## src/rtl/irq_sense_pkg.sv

```systemverilog
package irq_sense_pkg;

  typedef enum logic [1:0] {
    LV_IDLE   = 2'd0,
    LV_ARMED  = 2'd1,
    LV_WAIT   = 2'd2,
    LV_ACTIVE = 2'd3
  } lvl_state_e;

  typedef enum logic [2:0] {
    OP_NOP    = 3'd0,
    OP_ARM    = 3'd1,
    OP_TRIG   = 3'd2,
    OP_ACK    = 3'd3,
    OP_CLR    = 3'd4,
    OP_EN_SET = 3'd5,
    OP_EN_CLR = 3'd6,
    OP_RSVD   = 3'd7
  } lvl_op_e;

  localparam logic [2:0] FC_ARM_OR_WAIT = 3'b001;
  localparam logic [2:0] FC_WAIT_OR_ACT = 3'b010;
  localparam logic [2:0] FC_ENABLED     = 3'b100;

  localparam int GRP_FIELD_W  = 4;
  localparam int CODE_FIELD_W = 3;

endpackage

```

## src/rtl/irq_level_cell.sv

```systemverilog
module irq_level_cell
  import irq_sense_pkg::*;
(
  input  logic       clk,
  input  logic       rst_n,
  input  logic       sel,
  input  logic [2:0] op,
  output logic       armed,
  output logic       waiting,
  output logic       active,
  output logic       enabled
);

  lvl_state_e st, st_nxt;
  lvl_op_e    op_e;
  logic       en_q, en_nxt;

  assign op_e = lvl_op_e'(op);

  always_comb begin
    st_nxt = st;
    unique case (op_e)
      OP_ARM:  if (st == LV_IDLE)   st_nxt = LV_ARMED;
      OP_TRIG: if (st == LV_ARMED)  st_nxt = LV_WAIT;
      OP_ACK:  if (st == LV_WAIT)   st_nxt = LV_ACTIVE;
      OP_CLR:  if (st == LV_ACTIVE) st_nxt = LV_IDLE;
      default: st_nxt = st;
    endcase
  end

  always_comb begin
    en_nxt = en_q;
    if (op_e == OP_EN_SET)      en_nxt = 1'b1;
    else if (op_e == OP_EN_CLR) en_nxt = 1'b0;
  end

  always_ff @(posedge clk) begin
    if (!rst_n) begin
      st   <= LV_IDLE;
      en_q <= 1'b0;
    end else if (sel) begin
      st   <= st_nxt;
      en_q <= en_nxt;
    end
  end

  assign armed   = (st == LV_ARMED);
  assign waiting = (st == LV_WAIT);
  assign active  = (st == LV_ACTIVE);
  assign enabled = en_q;


  arm_step_chk: assert property (@(posedge clk) disable iff (!rst_n)
    (sel && op_e == OP_ARM && st == LV_IDLE) |=> (st == LV_ARMED));


  trig_step_chk: assert property (@(posedge clk) disable iff (!rst_n)
    (sel && op_e == OP_TRIG && st == LV_ARMED) |=> (st == LV_WAIT));


  idle_exit_chk: assert property (@(posedge clk) disable iff (!rst_n)
    (st == LV_IDLE) |=> (st == LV_IDLE || st == LV_ARMED));


  en_set_chk: assert property (@(posedge clk) disable iff (!rst_n)
    (sel && op_e == OP_EN_SET) |=> (en_q && $stable(st)));


  unselected_hold_chk: assert property (@(posedge clk) disable iff (!rst_n)
    !sel |=> ($stable(st) && $stable(en_q)));

endmodule

```

## src/rtl/irq_group_bank.sv

```systemverilog
module irq_group_bank #(
  parameter int NUM_GROUPS = 16,
  parameter int LEVELS     = 16,
  localparam int GW        = $clog2(NUM_GROUPS),
  localparam int LW        = $clog2(LEVELS)
) (
  input  logic                              clk,
  input  logic                              rst_n,
  input  logic                              cmd_valid,
  input  logic [GW-1:0]                     cmd_group,
  input  logic [LW-1:0]                     cmd_level,
  input  logic [2:0]                        cmd_op,
  output logic [NUM_GROUPS-1:0][LEVELS-1:0] armed_o,
  output logic [NUM_GROUPS-1:0][LEVELS-1:0] waiting_o,
  output logic [NUM_GROUPS-1:0][LEVELS-1:0] active_o,
  output logic [NUM_GROUPS-1:0][LEVELS-1:0] enabled_o
);

  for (genvar g = 0; g < NUM_GROUPS; g++) begin : g_grp
    logic grp_hit;
    assign grp_hit = cmd_valid && (cmd_group == GW'(g));
    for (genvar l = 0; l < LEVELS; l++) begin : g_lvl
      logic lvl_sel;
      assign lvl_sel = grp_hit && (cmd_level == LW'(l));
      irq_level_cell u_cell (
        .clk     (clk),
        .rst_n   (rst_n),
        .sel     (lvl_sel),
        .op      (cmd_op),
        .armed   (armed_o[g][l]),
        .waiting (waiting_o[g][l]),
        .active  (active_o[g][l]),
        .enabled (enabled_o[g][l])
      );
    end
  end


  one_level_sel_chk: assert property (@(posedge clk) disable iff (!rst_n)
    !cmd_valid |=> ($stable(armed_o) && $stable(waiting_o) &&
                    $stable(active_o) && $stable(enabled_o)));

endmodule

```

## src/rtl/irq_sense_select.sv

```systemverilog
module irq_sense_select
  import irq_sense_pkg::*;
#(
  parameter int NUM_GROUPS = 16,
  parameter int LEVELS     = 16,
  parameter int DATA_W     = 32,
  localparam int GW        = $clog2(NUM_GROUPS)
) (
  input  logic [GRP_FIELD_W-1:0]            grp,
  input  logic [CODE_FIELD_W-1:0]           code,
  input  logic [NUM_GROUPS-1:0][LEVELS-1:0] armed_i,
  input  logic [NUM_GROUPS-1:0][LEVELS-1:0] waiting_i,
  input  logic [NUM_GROUPS-1:0][LEVELS-1:0] active_i,
  input  logic [NUM_GROUPS-1:0][LEVELS-1:0] enabled_i,
  output logic [DATA_W-1:0]                 word
);

  logic [GW-1:0]     gidx;
  logic              grp_ok;
  logic [LEVELS-1:0] hit;

  assign gidx   = grp[GW-1:0];
  assign grp_ok = (int'(grp) < NUM_GROUPS);

  always_comb begin
    hit = '0;
    if (grp_ok) begin
      unique case (code)
        FC_ARM_OR_WAIT: hit = armed_i[gidx]   | waiting_i[gidx];
        FC_WAIT_OR_ACT: hit = waiting_i[gidx] | active_i[gidx];
        FC_ENABLED:     hit = enabled_i[gidx];
        default:        hit = '0;
      endcase
    end
  end

  // Level 0 is the highest priority and lands on the topmost bit of the
  // low half; the upper half of the word is left zero.
  always_comb begin
    word = '0;
    for (int k = 0; k < LEVELS; k++) begin
      word[LEVELS-1-k] = hit[k];
    end
  end

endmodule

```

## src/rtl/irq_group_sense.sv

```systemverilog
module irq_group_sense
  import irq_sense_pkg::*;
#(
  parameter int NUM_GROUPS = 16,
  parameter int LEVELS     = 16,
  parameter int DATA_W     = 32,
  parameter int GRP_LSB    = 0,
  parameter int CODE_LSB   = 8,
  localparam int GW        = $clog2(NUM_GROUPS),
  localparam int LW        = $clog2(LEVELS)
) (
  input  logic              clk,
  input  logic              rst_n,
  input  logic              cmd_valid,
  input  logic [GW-1:0]     cmd_group,
  input  logic [LW-1:0]     cmd_level,
  input  logic [2:0]        cmd_op,
  input  logic              req_valid,
  output logic              req_ready,
  input  logic [DATA_W-1:0] req_addr,
  output logic              rsp_valid,
  input  logic              rsp_ready,
  output logic [DATA_W-1:0] rsp_data
);

  logic [NUM_GROUPS-1:0][LEVELS-1:0] armed_v, waiting_v, active_v, enabled_v;
  logic [GRP_FIELD_W-1:0]  req_grp;
  logic [CODE_FIELD_W-1:0] req_code;
  logic [DATA_W-1:0]       sense_word;
  logic                    accept;

  assign req_grp  = req_addr[GRP_LSB +: GRP_FIELD_W];
  assign req_code = req_addr[CODE_LSB +: CODE_FIELD_W];

  irq_group_bank #(
    .NUM_GROUPS (NUM_GROUPS),
    .LEVELS     (LEVELS)
  ) u_bank (
    .clk       (clk),
    .rst_n     (rst_n),
    .cmd_valid (cmd_valid),
    .cmd_group (cmd_group),
    .cmd_level (cmd_level),
    .cmd_op    (cmd_op),
    .armed_o   (armed_v),
    .waiting_o (waiting_v),
    .active_o  (active_v),
    .enabled_o (enabled_v)
  );

  irq_sense_select #(
    .NUM_GROUPS (NUM_GROUPS),
    .LEVELS     (LEVELS),
    .DATA_W     (DATA_W)
  ) u_select (
    .grp       (req_grp),
    .code      (req_code),
    .armed_i   (armed_v),
    .waiting_i (waiting_v),
    .active_i  (active_v),
    .enabled_i (enabled_v),
    .word      (sense_word)
  );

  assign req_ready = !rsp_valid || rsp_ready;
  assign accept    = req_valid && req_ready;

  always_ff @(posedge clk) begin
    if (!rst_n) begin
      rsp_valid <= 1'b0;
      rsp_data  <= '0;
    end else begin
      if (accept) begin
        rsp_data <= sense_word;
      end
      rsp_valid <= accept || (rsp_valid && !rsp_ready);
    end
  end


  stall_hold_chk: assert property (@(posedge clk) disable iff (!rst_n)
    (rsp_valid && !rsp_ready) |=> (rsp_valid && $stable(rsp_data)));


  accept_resp_chk: assert property (@(posedge clk) disable iff (!rst_n)
    accept |=> rsp_valid);


  upper_zero_chk: assert property (@(posedge clk) disable iff (!rst_n)
    rsp_valid |-> (rsp_data[DATA_W-1:LEVELS] == '0));


  bad_code_zero_chk: assert property (@(posedge clk) disable iff (!rst_n)
    (accept && req_code != FC_ARM_OR_WAIT && req_code != FC_WAIT_OR_ACT &&
     req_code != FC_ENABLED) |=> (rsp_data == '0));

endmodule

```

## config.mk

```make
export PLATFORM = sky130hd
export DESIGN_NAME = irq_group_sense
export DESIGN_NICKNAME = d
export VERILOG_FILES = /design/src/rtl/irq_sense_pkg.sv /design/src/rtl/irq_level_cell.sv /design/src/rtl/irq_group_bank.sv /design/src/rtl/irq_sense_select.sv /design/src/rtl/irq_group_sense.sv
export SDC_FILE = /design/constraint.sdc
export NUM_CORES = 2
export LEC_CHECK = 0
export CAP_MARGIN = 40
export CORE_UTILIZATION = 65
export DETAILED_ROUTE_END_ITERATION = 10
export DONT_BUFFER_PORTS = 1
export GPL_TIMING_DRIVEN = 0
export PLACE_DENSITY = 0.81
export SLEW_MARGIN = 0
export SYNTH_ARGS = -nofsm -noshare
export SYNTH_HDL_FRONTEND = slang
export SYNTH_SLANG_ARGS = --single-unit
```

## constraint.sdc

```tcl
create_clock -name clk -period 3 [get_ports clk]
set_clock_uncertainty 0.15 [all_clocks]
set_input_delay 0.3 -clock clk [delete_from_list [all_inputs] [get_ports clk]]
set_output_delay 0.3 -clock clk [all_outputs]
set_load 0.01 [all_outputs]
```

==> run_results.csv, run 1 <==
group,metric,value,unit
run_status,status,"did not finish",
run_status,stop_stage,"global routing (5_1_grt)",
run_status,stop_error,"[ERROR GRT-0116] Global routing finished with congestion. Check the congestion regions in the DRC Viewer.",
clocking,clock_sinks,785,
place,post_dp_cell_area,51800,um^2
die,fp.dieW,276,um
die,die_height,276,um
yosys,yosysSeqAreaShare,32.1,%
yosys,yosys.area.top_type,"dfxtp_1",
yosys,synth_edf_count,0,
clocking,cts_buffers,87,
global_route,first_global_vias,53400,
yosys,async_flop_share,0,%
yosys,syn_area,48900,um^2
clocking,cts_setup_buffers,0,
die,start_util,65.7,%
clocking,cts_max_level,3,
place,dp.cells,7000,
yosys,synth_top_area_share,32.1,%
yosys,synth.area.top_cells,"dfxtp_1, mux2i_1, o21ai_0, nor2b_1, nand2_1",
yosys,yosysMostFrequentCell,"mux2i_1",
die,pin_count,82,
clocking,clockBufferDepth,3,
global_route,grt_max_degree,17,
place,dp_hpwl,221000,um
yosys,synthTopCellsByCount,"mux2i_1, dfxtp_1, o21ai_0",
global_route,globalRouteTotalUtil,78.2,%
die,rows,100,
clocking,clockRootBuffer,"clkbuf_16",
place,numPortBuffers,0,
yosys,ys_ff_latch,785,
yosys,synth_cell_types,67,
global_route,grt_pass1_wl,423000,um
yosys,avgSynthCellArea,8.32,um^2
global_route,overflow,8,
yosys,synthCells,5883,
yosys,synth_ff_type,"dfxtp_1",
place,gp_congestion,1.34,
yosys,yosysWarnings,0,
per-layer routing:
metal / global-route usage [%] / GRT overflow
met5: 44.0 / 0
met4: 73.6 / 6
met3: 67.8 / 0
met2: 90.0 / 2
met1: 79.6 / 0
metrics by stage:
stage	TNS, ns	setup slack (ns)
floorplan	0	0.775
global placement	-229.53	-1.48
detailed placement	-34.32	-0.825
CTS	0	0.0113
timing repair:
action                                  in CTS
gates resized for setup                      1
cloned                                       0
hold endpoints to repair                     7
endpoints found under the setup margin       5
hold buffers                                 7
cells by family after synthesis:
kind of cell | Yosys count | share of synthesized area (%)
buffers and inverters | 576 | 4.82
AND/OR/NAND/NOR | 2029 | 21.4
AO/OA/AOI/OAI | 1369 | 17.6
flip-flops | 785 | 32.1
XOR/XNOR | 242 | 4.33
multiplexers | 881 | 19.7
other | 1 | 0.00766
==> run 2, diff against run 1 <==
--- a/config.mk
+++ b/config.mk
@@ -6,11 +6,11 @@
 export NUM_CORES = 2
 export LEC_CHECK = 0
 export CAP_MARGIN = 40
-export CORE_UTILIZATION = 65
+export CORE_UTILIZATION = 40
 export DETAILED_ROUTE_END_ITERATION = 10
 export DONT_BUFFER_PORTS = 1
 export GPL_TIMING_DRIVEN = 0
-export PLACE_DENSITY = 0.81
+export PLACE_DENSITY_LB_ADDON = 0.15
 export SLEW_MARGIN = 0
 export SYNTH_ARGS = -nofsm -noshare
 export SYNTH_HDL_FRONTEND = slang
==> run_results.csv, run 2 <==
group,metric,value,unit
detailed_routing,wire_per_inst,44.4,um
clocking,clockBufferDepth,3,
detailed_routing,first_iter_violations,9438,
run_status,status,"finished, violations left",
die,rows,127,
layout,post-route-cell-area,57200,um^2
layout,layout_common_cells,"mux2i_1, dfxtp_1, o21ai_0",
worst_setup_path,crit_path_max_incr_delay,0.65,ns
sta,rsz0062_at_grt,"no",
sta,fin_ws,-0.425,ns
detailed_routing,firstDrtPassIters,9,
yosys,async_flop_share,0,%
die,pin_count,82,
place,gp_congestion,1.14,
layout,regMostFlops,"u_bank.g_grp.g_lvl.u_cell.st",
layout,layout_commonest_cell,"mux2i_1",
yosys,synthTopCellsByCount,"mux2i_1, dfxtp_1, o21ai_0",
global_route,globalRouteTotalUtil,55.5,%
clocking,cts_tree,"yes",
die,fp.dieW,352,um
yosys,yosys.area.top_type,"dfxtp_1",
place,dp_hpwl,275000,um
yosys,synth.area.top_cells,"dfxtp_1, mux2i_1, o21ai_0, nor2b_1, nand2_1",
yosys,ys_ff_latch,785,
yosys,syn_area,48900,um^2
detailed_routing,drc_errors,0,
place,numPortBuffers,0,
worst_setup_path,end_kind,"flip-flop",
worst_setup_path,cp.arrival,3.84,ns
sta,worst_pin_slew,1.06,ns
global_route,antenna_found_initial,69,
layout,drive_gt1_share,10.1,%
place,post_dp_cell_area,53400,um^2
yosys,synth_edf_count,0,
worst_setup_path,r2r_slack,-0.02,ns
die,core,121000,um^2
yosys,avgSynthCellArea,8.32,um^2
sta,drv_slew,0,
die,die_area,124000,um^2
job,cap_viol_max_count,0,
clocking,cts_max_level,3,
sta,fin_crit,3.42,ns
clocking,clkTransAtPathRegs,0.06,ns
die,die_height,352,um
yosys,synth_cell_types,67,
global_route,grt_max_degree,20,
clocking,cts_buffers,97,
worst_setup_path,cp-start-kind,"primary input",
run_status,violations,"setup timing",
clocking,clock_sinks,785,
worst_setup_path,slowest_stage,"a222oi_1",
sta,fin_crit_sh,114,%
yosys,yosysWarnings,0,
detailed_routing,vias,54200,
min_path,hold_depth,4,
power,cellLeakagePower,0.0188,uW
power,powerDensity,474,nW/um^2
worst_setup_path,r2r_start,"rsp_valid",
worst_setup_path,cp_cell_sequence,"or3b_1, clkbuf_1, buf_6, buf_6, buf_2, a21oi_1, nor3_1, o21ai_0, a222oi_1, o41ai_1",
global_route,grt_pass1_wl,451000,um
worst_setup_path,worst_path_most_repeated_cell,"buf_6",
worst_setup_path,worstSetupPathType,"in2reg",
yosys,yosysMostFrequentCell,"mux2i_1",
layout,largest_register_ffs,512,
worst_setup_path,crit_path_end,"rsp_data[5]",
worst_setup_path,cp_max_fo,10,
yosys,synth_top_area_share,32.1,%
yosys,synth_ff_type,"dfxtp_1",
power,ir_drop,441,uV
clocking,clock_latency,0.76,ns
global_route,overflow,0,
detailed_routing,routed_wl,352000,um
min_path,holdCritPathClass,"in2reg",
sta,fmax,292,MHz
worst_setup_path,crit_required,3.42,ns
worst_setup_path,startpoint,"req_addr[9]",
worst_setup_path,ff2ff_path_depth,7,
sta,holdWs,0.000690,ns
yosys,synthCells,5883,
detailed_routing,ant_nets,0,
global_route,first_global_vias,47100,
clocking,clockRootBuffer,"clkbuf_16",
worst_setup_path,r2r_end,"rsp_data[0]",
sta,maxSlewHeadroom,28.5,%
sta,hold_violations,0,
die,start_util,40.6,%
layout,fin_nets,6244,
yosys,yosysSeqAreaShare,32.1,%
detailed_routing,via_per_inst,6.83,
sta,setup_violations,30,
layout,synthToLayoutAreaGrowth,16.9,%
## run 2: cell counts after synthesis
Identical to the previous run, type by type.
## run 2: layer usage
metal / vias to the layer above / share of wire, % / GRT usage (%)
li1: 21600 / - / -
met4: 32 / 11 / 48.5
met2: 4789 / 38 / 74.5
met5: - / 0.063 / 0
met3: 1472 / 15 / 28.2
met1: 26300 / 36 / 64.2
## run 2: repair_timing
item	in CTS	in global routing
resized for setup	24	27
pin swaps	0	1
endpoints found under the setup margin	17	27
hold buffers	10	1
setup buffers	0	1
endpoints found under the hold margin	10	1
## run 2: cell type report
type,count,area [um^2]
clock inverters,31,415
well taps,1612,2020
multi-input cells,4537,31100
plain buffers,535,2280
inverters,36,135
fillers,11800,63400
clock buffers,151,2990
diodes,39,97.6
repair buffers,204,2510
flip-flops and latches,785,15700
## run 2: critical path: cells and delay by family
family | cells | cell delay, ns
compound gates | 4 | 1.50
simple gates | 2 | 0.73
buf+inv | 4 | 1.26
## run 2: how the worst min path moves through the flow
stage | endpoint | slack, ns | start
finish | u_bank.g_grp[5].g_lvl[4].u_cell.enabled | 0.0007 | cmd_level[1]
global placement | rsp_valid | 0.30 | req_valid
CTS | u_bank.g_grp[11].g_lvl[10].u_cell.enabled | 0.02 | cmd_valid
detailed placement | rsp_valid | 0.30 | req_valid
floorplan | rsp_valid | 0.29 | req_valid
global route | u_bank.g_grp[5].g_lvl[4].u_cell.enabled | 0.005 | cmd_level[1]
## run 2: kinds of logic (layout without fill, tap and decap cells)
family,Yosys count,count (layout),synth area share [%]
XOR/XNOR,242,242,4.33
buffers and inverters,576,957,4.82
flip-flops,785,785,32.1
AND/OR/NAND/NOR,2029,2029,21.4
AO/OA/AOI/OAI,1369,1369,17.6
multiplexers,881,881,19.7
other,1,55,0.00766
## run 2: metrics by stage
stage / TNS (ns) / total power [uW] / utilization, % / std cells / setup slack, ns
floorplan: 0 / 12100 / - / 5898 / 0.775
global placement: -572.57 / 13700 / 42.3 / 7510 / -2.04
detailed placement: -144.08 / 14000 / 44.3 / 7694 / -1.29
CTS: 0 / 26600 / 47.2 / 7881 / 0.00281
global route: 0 / 27200 / 47.4 / 7897 / 0.00102
finish: -2.54 / 27100 / 47.4 / 7930 / -0.425
## run 2: power by group
| group | total [uW] | switching [uW] | internal (uW) |
|---|---|---|---|
| Combinational | 3530 | 2670 | 856 |
| Sequential | 10500 | 96.3 | 10400 |
| Clock | 13000 | 5500 | 7530 |
(Power assumes the default switching activity.)
